**config.mk**
```make
export PLATFORM = sky130hd
export DESIGN_NAME = csync_separator
export DESIGN_NICKNAME = d
export VERILOG_FILES = /design/src/rtl/csync_sep_pkg.sv /design/src/rtl/csync_edge_meas.sv /design/src/rtl/csync_classifier.sv /design/src/rtl/csync_field_track.sv /design/src/rtl/csync_burst_gate.sv /design/src/rtl/csync_separator.sv
export SDC_FILE = /design/constraint.sdc
export NUM_CORES = 1
export LEC_CHECK = 0
export BUFFER_PORTS_ARGS = -buffer_cell sky130_fd_sc_hd__clkbuf_2
export CAP_MARGIN = 20
export CORE_MARGIN = 1
export CORE_UTILIZATION = 47
export DETAILED_ROUTE_END_ITERATION = 7
export PLACE_DENSITY = 0.75
export SLEW_MARGIN = 40
export SYNTH_ARGS = -nofsm -noshare
export SYNTH_HDL_FRONTEND = slang
export SYNTH_HIERARCHICAL = 1
export SYNTH_SLANG_ARGS = --single-unit
export TNS_END_PERCENT = 1
```
**constraint.sdc**
```tcl
create_clock -name clk -period 5.15 [get_ports clk]
set_input_delay 0.515 -clock clk [delete_from_list [all_inputs] [get_ports clk]]
set_output_delay 0.515 -clock clk [all_outputs]
set_load 0.01 [all_outputs]
```
**src/rtl/csync_sep_pkg.sv**
```systemverilog
package csync_sep_pkg;

   // Classification of a completed low pulse, valid in the trailing-edge cycle.
   typedef enum logic [1:0] {
      PK_NONE  = 2'd0,
      PK_HSYNC = 2'd1,
      PK_EQ    = 2'd2,
      PK_BROAD = 2'd3
   } pulse_kind_t;

endpackage

```
**src/rtl/csync_edge_meas.sv**
```systemverilog
// Edge detection on the sync input and a saturating low-time counter.
module csync_edge_meas #(
   parameter int CNT_W = 10
) (
   input  logic             clk,
   input  logic             rst,
   input  logic             sync_n,
   output logic             fall,
   output logic             rise,
   output logic [CNT_W-1:0] width
);
   localparam logic [CNT_W-1:0] CNT_MAX = '1;

   logic             sync_q;
   logic [CNT_W-1:0] wcnt;

   always_ff @(posedge clk) begin
      if (rst) sync_q <= 1'b1;
      else     sync_q <= sync_n;
   end

   assign fall = sync_q & ~sync_n;
   assign rise = ~sync_q & sync_n;

   // Count low samples; hold at the ceiling so a stuck line never wraps.
   always_ff @(posedge clk) begin
      if (rst) begin
         wcnt <= '0;
      end else if (fall) begin
         wcnt <= CNT_W'(1);
      end else if (!sync_n && (wcnt != CNT_MAX)) begin
         wcnt <= wcnt + CNT_W'(1);
      end
   end

   assign width = wcnt;

endmodule

```
**src/rtl/csync_classifier.sv**
```systemverilog
// Sorts a finished pulse by its low time against per-standard limits.
module csync_classifier
   import csync_sep_pkg::*;
#(
   parameter int CNT_W     = 10,
   parameter int NTSC_WMIN = 56,
   parameter int NTSC_WMAX = 72,
   parameter int PAL_WMIN  = 69,
   parameter int PAL_WMAX  = 89
) (
   input  logic             std_ntsc,
   input  logic             rise,
   input  logic [CNT_W-1:0] width,
   output pulse_kind_t      kind
);
   localparam int N_STD = 2;

   logic [N_STD-1:0] in_win;
   logic [N_STD-1:0] is_broad;

   // Index 1 = NTSC, index 0 = PAL.
   for (genvar gi = 0; gi < N_STD; gi++) begin : g_std
      localparam int LO = (gi == 1) ? NTSC_WMIN : PAL_WMIN;
      localparam int HI = (gi == 1) ? NTSC_WMAX : PAL_WMAX;
      localparam logic [CNT_W-1:0] LO_C    = CNT_W'(LO);
      localparam logic [CNT_W-1:0] HI_C    = CNT_W'(HI);
      localparam logic [CNT_W-1:0] BROAD_C = CNT_W'(2 * HI);
      assign in_win[gi]   = (width >= LO_C) && (width <= HI_C);
      assign is_broad[gi] = (width > BROAD_C);
   end

   logic sel_win;
   logic sel_broad;
   assign sel_win   = std_ntsc ? in_win[1]   : in_win[0];
   assign sel_broad = std_ntsc ? is_broad[1] : is_broad[0];

   always_comb begin
      if (!rise)          kind = PK_NONE;
      else if (sel_win)   kind = PK_HSYNC;
      else if (sel_broad) kind = PK_BROAD;
      else                kind = PK_EQ;
   end

endmodule

```
**src/rtl/csync_field_track.sv**
```systemverilog
// Tracks equalizing runs and vertical-interval parity; issues frame strobe.
module csync_field_track
   import csync_sep_pkg::*;
(
   input  logic        clk,
   input  logic        rst,
   input  pulse_kind_t kind,
   output logic        frame_stb
);
   logic eq_run;
   logic odd_seen;

   always_ff @(posedge clk) begin
      if (rst) begin
         eq_run    <= 1'b0;
         odd_seen  <= 1'b0;
         frame_stb <= 1'b0;
      end else begin
         frame_stb <= 1'b0;
         case (kind)
            PK_EQ:    eq_run <= 1'b1;
            PK_HSYNC: eq_run <= 1'b0;
            PK_BROAD: begin
               if (eq_run) begin
                  odd_seen  <= ~odd_seen;
                  frame_stb <= odd_seen;
                  eq_run    <= 1'b0;
               end
            end
            default: ;
         endcase
      end
   end

endmodule

```
**src/rtl/csync_burst_gate.sv**
```systemverilog
// Line strobe register, leading-edge phase counter and burst window.
module csync_burst_gate
   import csync_sep_pkg::*;
#(
   parameter int CNT_W     = 10,
   parameter int NTSC_BOFS = 76,
   parameter int PAL_BOFS  = 97,
   parameter int BURST_LEN = 32
) (
   input  logic        clk,
   input  logic        rst,
   input  logic        std_ntsc,
   input  logic        fall,
   input  pulse_kind_t kind,
   output logic        line_stb,
   output logic        burst
);
   localparam logic [CNT_W-1:0] CNT_MAX = '1;
   localparam logic [CNT_W-1:0] N_OFS   = CNT_W'(NTSC_BOFS);
   localparam logic [CNT_W-1:0] P_OFS   = CNT_W'(PAL_BOFS);
   localparam logic [CNT_W-1:0] LEN_C   = CNT_W'(BURST_LEN);

   logic [CNT_W-1:0] lcnt;
   logic             armed;
   logic [CNT_W-1:0] ofs;
   logic [CNT_W-1:0] ofs_end;

   always_ff @(posedge clk) begin
      if (rst) line_stb <= 1'b0;
      else     line_stb <= (kind == PK_HSYNC);
   end

   // Cycles since the last leading edge; idles saturated.
   always_ff @(posedge clk) begin
      if (rst)                  lcnt <= CNT_MAX;
      else if (fall)            lcnt <= '0;
      else if (lcnt != CNT_MAX) lcnt <= lcnt + CNT_W'(1);
   end

   always_ff @(posedge clk) begin
      if (rst || fall)            armed <= 1'b0;
      else if (kind == PK_HSYNC)  armed <= 1'b1;
   end

   assign ofs     = std_ntsc ? N_OFS : P_OFS;
   assign ofs_end = ofs + LEN_C;
   assign burst   = armed && (lcnt >= ofs) && (lcnt < ofs_end);

endmodule

```
**src/rtl/csync_separator.sv**
```systemverilog
module csync_separator
   import csync_sep_pkg::*;
#(
   parameter int CNT_W     = 10,
   parameter int NTSC_WMIN = 56,
   parameter int NTSC_WMAX = 72,
   parameter int PAL_WMIN  = 69,
   parameter int PAL_WMAX  = 89,
   parameter int NTSC_BOFS = 76,
   parameter int PAL_BOFS  = 97,
   parameter int BURST_LEN = 32
) (
   input  logic clk,
   input  logic rst,
   input  logic std_ntsc,
   input  logic sync_n,
   output logic hsync_ok,
   output logic frame_start,
   output logic burst_gate
);
   localparam int CNT_MAX = (1 << CNT_W) - 1;

   initial begin : p_param_chk
      assert (NTSC_WMIN >= 1 && NTSC_WMIN <= NTSC_WMAX)
         else $error("NTSC window bounds inconsistent");
      assert (PAL_WMIN >= 1 && PAL_WMIN <= PAL_WMAX)
         else $error("PAL window bounds inconsistent");
      assert (NTSC_BOFS > NTSC_WMAX + 1 && PAL_BOFS > PAL_WMAX + 1)
         else $error("burst offset must follow the latest trailing edge");
      assert (CNT_MAX > 2 * NTSC_WMAX && CNT_MAX > 2 * PAL_WMAX)
         else $error("width counter too narrow for broad threshold");
      assert (CNT_MAX > NTSC_BOFS + BURST_LEN && CNT_MAX > PAL_BOFS + BURST_LEN)
         else $error("phase counter too narrow for burst window");
      assert (BURST_LEN >= 1)
         else $error("burst length must be positive");
   end

   logic             fall;
   logic             rise;
   logic [CNT_W-1:0] width;
   pulse_kind_t      kind;

   csync_edge_meas #(.CNT_W(CNT_W)) meas_i (
      .clk   (clk),
      .rst   (rst),
      .sync_n(sync_n),
      .fall  (fall),
      .rise  (rise),
      .width (width)
   );

   csync_classifier #(
      .CNT_W    (CNT_W),
      .NTSC_WMIN(NTSC_WMIN),
      .NTSC_WMAX(NTSC_WMAX),
      .PAL_WMIN (PAL_WMIN),
      .PAL_WMAX (PAL_WMAX)
   ) cls_i (
      .std_ntsc(std_ntsc),
      .rise    (rise),
      .width   (width),
      .kind    (kind)
   );

   csync_field_track fld_i (
      .clk      (clk),
      .rst      (rst),
      .kind     (kind),
      .frame_stb(frame_start)
   );

   csync_burst_gate #(
      .CNT_W    (CNT_W),
      .NTSC_BOFS(NTSC_BOFS),
      .PAL_BOFS (PAL_BOFS),
      .BURST_LEN(BURST_LEN)
   ) bg_i (
      .clk     (clk),
      .rst     (rst),
      .std_ntsc(std_ntsc),
      .fall    (fall),
      .kind    (kind),
      .line_stb(hsync_ok),
      .burst   (burst_gate)
   );

endmodule

```
## Word-level counts from Yosys, hierarchy flattened

Index checks and enable logic that the tools add are counted.

- Add/subtract/negate cells: 3
- Magnitude comparators: 8
- Equality and inequality tests: 5
- Multiplexer cells: 11
- Bitwise gates (word level): 7
- Reductions and logical operators: 14

Operator list:

| cell | number |
|---|---|
| $add A10 B1 Y10 const B | 2 |
| $gt A10 B8 Y1 const B | 2 |
| $le A10 B7 Y1 const B | 2 |
| $mux W10 | 2 |
| $ne A10 B10 Y1 const B | 2 |
| $add A10 B6 Y10 const B | 1 |
| $ge A10 B10 Y1 | 1 |
| $ge A10 B6 Y1 const B | 1 |
| $ge A10 B7 Y1 const B | 1 |
| $lt A10 B10 Y1 | 1 |
| $mux W6 | 1 |
| $reduce_bool A2 Y1 | 3 |
| $logic_and A1 B1 Y1 | 5 |
| $mux W1 | 5 |
| $not A1 Y1 | 5 |
| $eq A2 B2 Y1 const B | 2 |
| $mux W2 | 2 |
| $reduce_or A2 Y1 | 2 |
| $reduce_or A3 Y1 | 1 |
| $and A1 B1 Y1 | 2 |
| $eq A2 B1 Y1 const B | 1 |
| $pmux W1 S2 | 1 |
| $reduce_and A2 Y1 | 1 |
| $logic_not A1 Y1 | 1 |
| $logic_or A1 B1 Y1 | 1 |

- Register bits: 26
- Bits of input ports: 4
- Output and inout bits: 3
- Logic and storage cells: 57

## Depth between registers and ports, before layout

- Depth in word-level cells: 8
- Mapped depth: 7

## Hierarchy

Netlist, hierarchy kept.

By module, submodules not included:

| module | instances | cells an instance | area an instance (um2) | sequential area each (um2) |
|---|---|---|---|---|
| csync_burst_gate | 1 | 74 | 743.2 | 240.2 |
| csync_edge_meas | 1 | 65 | 549.3 | 220.2 |
| csync_classifier | 1 | 21 | 150.1 | 0.0 |
| csync_field_track | 1 | 10 | 101.3 | 60.1 |

## Worst setup path before layout

No wires, ideal clock.

- Path kind: input-to-output
- From: input port std_ntsc
- To: output port burst_gate
- Arrival time: 1.555 ns
- Data required time: 4.635 ns
- Setup slack: 3.080 ns
- Stages on the path: 6
- Path through: inv_1 ha_1 a211oi_1 o21ai_0 o2111ai_1 and4_1

- Cells in the longest elaborated chain, start to end: 4
- Elaborated cells on any way between the ends: 6

RTL lines:

| item | RTL line | text |
|---|---|---|
| start: declaration | csync_separator.sv:15 | `input logic std_ntsc,` |
| $mux W6 * | csync_burst_gate.sv:45 | `assign ofs = std_ntsc ? N_OFS : P_OFS;` |
| $add A10 B6 Y10 / $ge A10 B10 Y1 (equally long branches) | csync_burst_gate.sv:46, csync_burst_gate.sv:47 |  |
| $lt A10 B10 Y1 / $logic_and A1 B1 Y1 (equally long branches) | csync_burst_gate.sv:47 | `assign burst = armed && (lcnt >= ofs) && (lcnt < ofs_end);` |
| $logic_and A1 B1 Y1 * | csync_burst_gate.sv:47 |  |
| end: declaration | csync_separator.sv:19 | `output logic burst_gate` |

Mark *: on every way between the ends. The rest lies on a longest branch, timed or not.

## Final worst setup path

- From: register bg_i.lcnt[0]
- To: output port burst_gate

- Cells in the longest elaborated chain, start to end: 3
- Elaborated cells on any way between the ends: 4

RTL lines:

| item | RTL line | text |
|---|---|---|
| start: declaration | csync_burst_gate.sv:23 | `logic [CNT_W-1:0] lcnt;` |
| start signal: assignment | csync_burst_gate.sv:37 | `else if (lcnt != CNT_MAX) lcnt <= lcnt + CNT_W'(1);` |
| $ge A10 B10 Y1 | csync_burst_gate.sv:47 |  |
| $logic_and A1 B1 Y1 | csync_burst_gate.sv:47 |  |
| $logic_and A1 B1 Y1 * | csync_burst_gate.sv:47 |  |

Marks and branches as above.

==> impl_metrics.yaml <==
status:
  status: "finished clean"
synthesis:
  yosysWarningCount: 6
  synth_most_common_cell: "dfxtp_1"
  syn_area_mm2: 0.00154
  synthTopCellsByCount: "dfxtp_1 (26), nor2_1 (12), a21oi_1 (9), ha_1 (9), nand2_1 (9)"
  synth_cell_types: 54
  async_flop_share: 0
  avgSynthCellArea_um2: 9.08
  synth-seq-area-share: 0.337
  synth_ff_type: "dfxtp_1"
  netlist_top_cells_area: "dfxtp_1 (34%), ha_1 (7.3%), o21ai_2 (4.0%), xor2_1 (3.4%), a21oi_1 (2.9%)"
  syn_nets: 183
  synth_edf_count: 0
  synth-seq-cells: 26
  synthCells: 170
  synth_top_cell_by_area: "dfxtp_1"
  synth.top_cell.area_share: 0.337
final_layout:
  drive_above_1_share: 0.164
  diodes: 0
  fin_nets: 191
  utilization: 0.543
  area_growth_pct: 8.18
  final_cells: 221
  stdcell_area_mm2: 0.00167
cts:
  clkTransAtPathRegs_ns: 0.15
  clkLatencyLatePin_ns: 0.33
  htree_levels: 1
  cts_tree: "yes"
  cts_buffer_depth: 2
  cts_sinks: 26
  cts-root-buf: "clkbuf_4"
  cts_hold_buf: 0
  cts.repair.resized: 0
  cts_buffers: 3
  cts_setup_buffers: 0
floorplan:
  dieArea_mm2: 0.00352
  dieHeight_um: 59.3
  initial_utilization: 0.502
  core_mm2: 0.00308
  die_w_um: 59.3
  rows: 20
  ios: 7
timing:
  tns_ns: 0
  finalCriticalPeriod_ns: 2.47
  fin_crit_sh: 0.479
  fin_ws_ns: 2.68
  finClkSkew_ns: 0.00957
  worst_pin_slew_ns: 0.544
  fmax_ghz: 0.406
  final_hold_viol_count: 0
  max_slew_margin: 0.635
  rsz0062_at_grt: "false"
  final_max_slew_viol_count: 0
  setup_viol: 0
pwr:
  p_per_area_mw_per_mm2: 272
  ir_drop_mv: 0.155
  leakage_uw: 0.000633
  seq_power_share: 0.510
  power_switching_uw: 126
  p_int_uw: 329
  clockPowerShare: 0.316
  swShare: 0.276
  comb_power_share: 0.174
critical_path:
  worst_r2r_endpoint: "fld_i/odd_seen"
  cp.required_ns: 4.64
  crit_end: "burst_gate"
  crit_fanout: 5
  startpoint: "bg_i/lcnt[0]"
  r2r_start: "meas_i/width[3]"
  reg2reg_slack_ns: 3.13
  cp.arrival_ns: 1.95
  critPathKind: "reg -> out"
  crit_path_start_kind: "flip-flop"
  crit_path_end_kind: "output port"
  r2r_cells: 6
global_routing:
  antenna_found_initial: 0
  grt_max_degree: 16
  overflow: 0
  grt_usage: 0.214
  first_global_vias: 1296
  grt_pass1_wl_um: 5720
placed_design:
  dp_worst_setup_slack_ns: 2.69
  place.gp.congestion: 0.776
  placed_area_mm2: 0.00162
  dp.final_hpwl_um: 2350
  port_buffers: 6
  dp.cells: 217
run:
  cap_violations: 0
drt:
  drc: 0
  drt-total-wl_um: 3240
  via_per_inst: 6.01
  drt_pass1_iterations: 4
  vias: 1329
  ant_nets: 0
  wl_per_cell_um: 14.7
  drt_iter0_markers: 67
hold_path:
  hold_path_depth: 2
  hold_class: "in -> reg"
-- layer usage --
layer  track usage  share of wire  up-vias
met3        0.0218          0.045        5
met2         0.353           0.48       35
met5             0              0        -
met1         0.289           0.46      637
li1              -              -      652
met4        0.0748          0.014        0
-- metrics by stage --
| stage | hold WS [ns] | power (µW) |
|---|---|---|
| floorplan | 0.467 | 295 |
| finish | 0.478 | 455 |
| detailed placement | 0.486 | 315 |
| global placement | 0.479 | 307 |
| global route | 0.522 | 475 |
| CTS | 0.494 | 455 |
-- registers in the layout, indices dropped and copies added (netlist names) --
| name | count |
|---|---|
| bg_i/armed | 1 |
| meas_i/sync_q | 1 |
| fld_i/frame_stb | 1 |
| fld_i/eq_run | 1 |
| bg_i/line_stb | 1 |
| bg_i/lcnt | 10 |
| meas_i/width | 10 |
| fld_i/odd_seen | 1 |
-- power groups by stage --
stage | Sequential (µW) | Combinational, µW | Clock [µW]
2_1_floorplan | 231 | 63.9 | 0
3_3_place_gp | 235 | 71.8 | 0
3_5_place_dp | 236 | 78.6 | 0
4_1_cts | 232 | 79.5 | 144
5_1_grt | 235 | 88.3 | 153
6_report | 232 | 79.0 | 144
-- cells by family (layout without fill, tap and decap cells) --
kind of cell,after synthesis,in the layout,share of synthesized area
XOR/XNOR,9,9,0.0511
AND/OR/NAND/NOR,69,69,0.279
adder cells (fa/ha/maj),9,9,0.0729
buffers and inverters,9,16,0.0243
multiplexers,4,4,0.0259
flip-flops,26,26,0.337
AO/OA/AOI/OAI,44,44,0.210
-- area by class of cell --
| class | instances | area (µm²) |
|---|---|---|
| Inverter | 5 | 18.8 |
| Multi-Input combinational cell | 135 | 986 |
| Sequential cell | 26 | 520 |
| Fill cell | 288 | 1410 |
| Timing Repair Buffer | 7 | 37.5 |
| Tap cell | 44 | 55.1 |
| Clock buffer | 3 | 22.5 |
| Clock inverter | 1 | 30.0 |
-- critical path: stages (launching register included) --
cell and delay, ns:
dfxtp_1 0.46, inv_1 0.07, ha_1 0.18, nor2b_1 0.14
nor2b_1 0.14, o311ai_0 0.28, and4_1 0.22, clkbuf_2 0.13
-- placed cells by master, fill, tap and decap left out, types with 3 or more instances in the layout --
cell type / netlist / routed
mux2i_1: 4 / 4
nor2_1: 12 / 12
o21ai_2: 7 / 7
nor3_1: 5 / 5
o21ai_0: 6 / 6
a211oi_1: 4 / 4
xnor2_1: 3 / 3
a21oi_1: 9 / 9
dfxtp_1: 26 / 26
o21bai_1: 3 / 3
inv_1: 5 / 5
xor2_1: 6 / 6
nor2b_1: 5 / 5
clkbuf_2: 1 / 6
ha_1: 9 / 9
nand3_1: 6 / 6
o211ai_1: 3 / 3
nand2_1: 9 / 9
clkbuf_4: 0 / 3
-- worst min path at each step --
stage | start | endpoint | slack (ns)
2_1_floorplan | fld_i/eq_run | fld_i/eq_run | 0.47
3_3_place_gp | fld_i/eq_run | fld_i/eq_run | 0.48
3_5_place_dp | fld_i/eq_run | fld_i/eq_run | 0.49
4_1_cts | rst | fld_i/eq_run | 0.49
5_1_grt | rst | bg_i/line_stb | 0.52
6_report | rst | fld_i/eq_run | 0.48
Note: power is estimated with default switching activity, not from simulation.
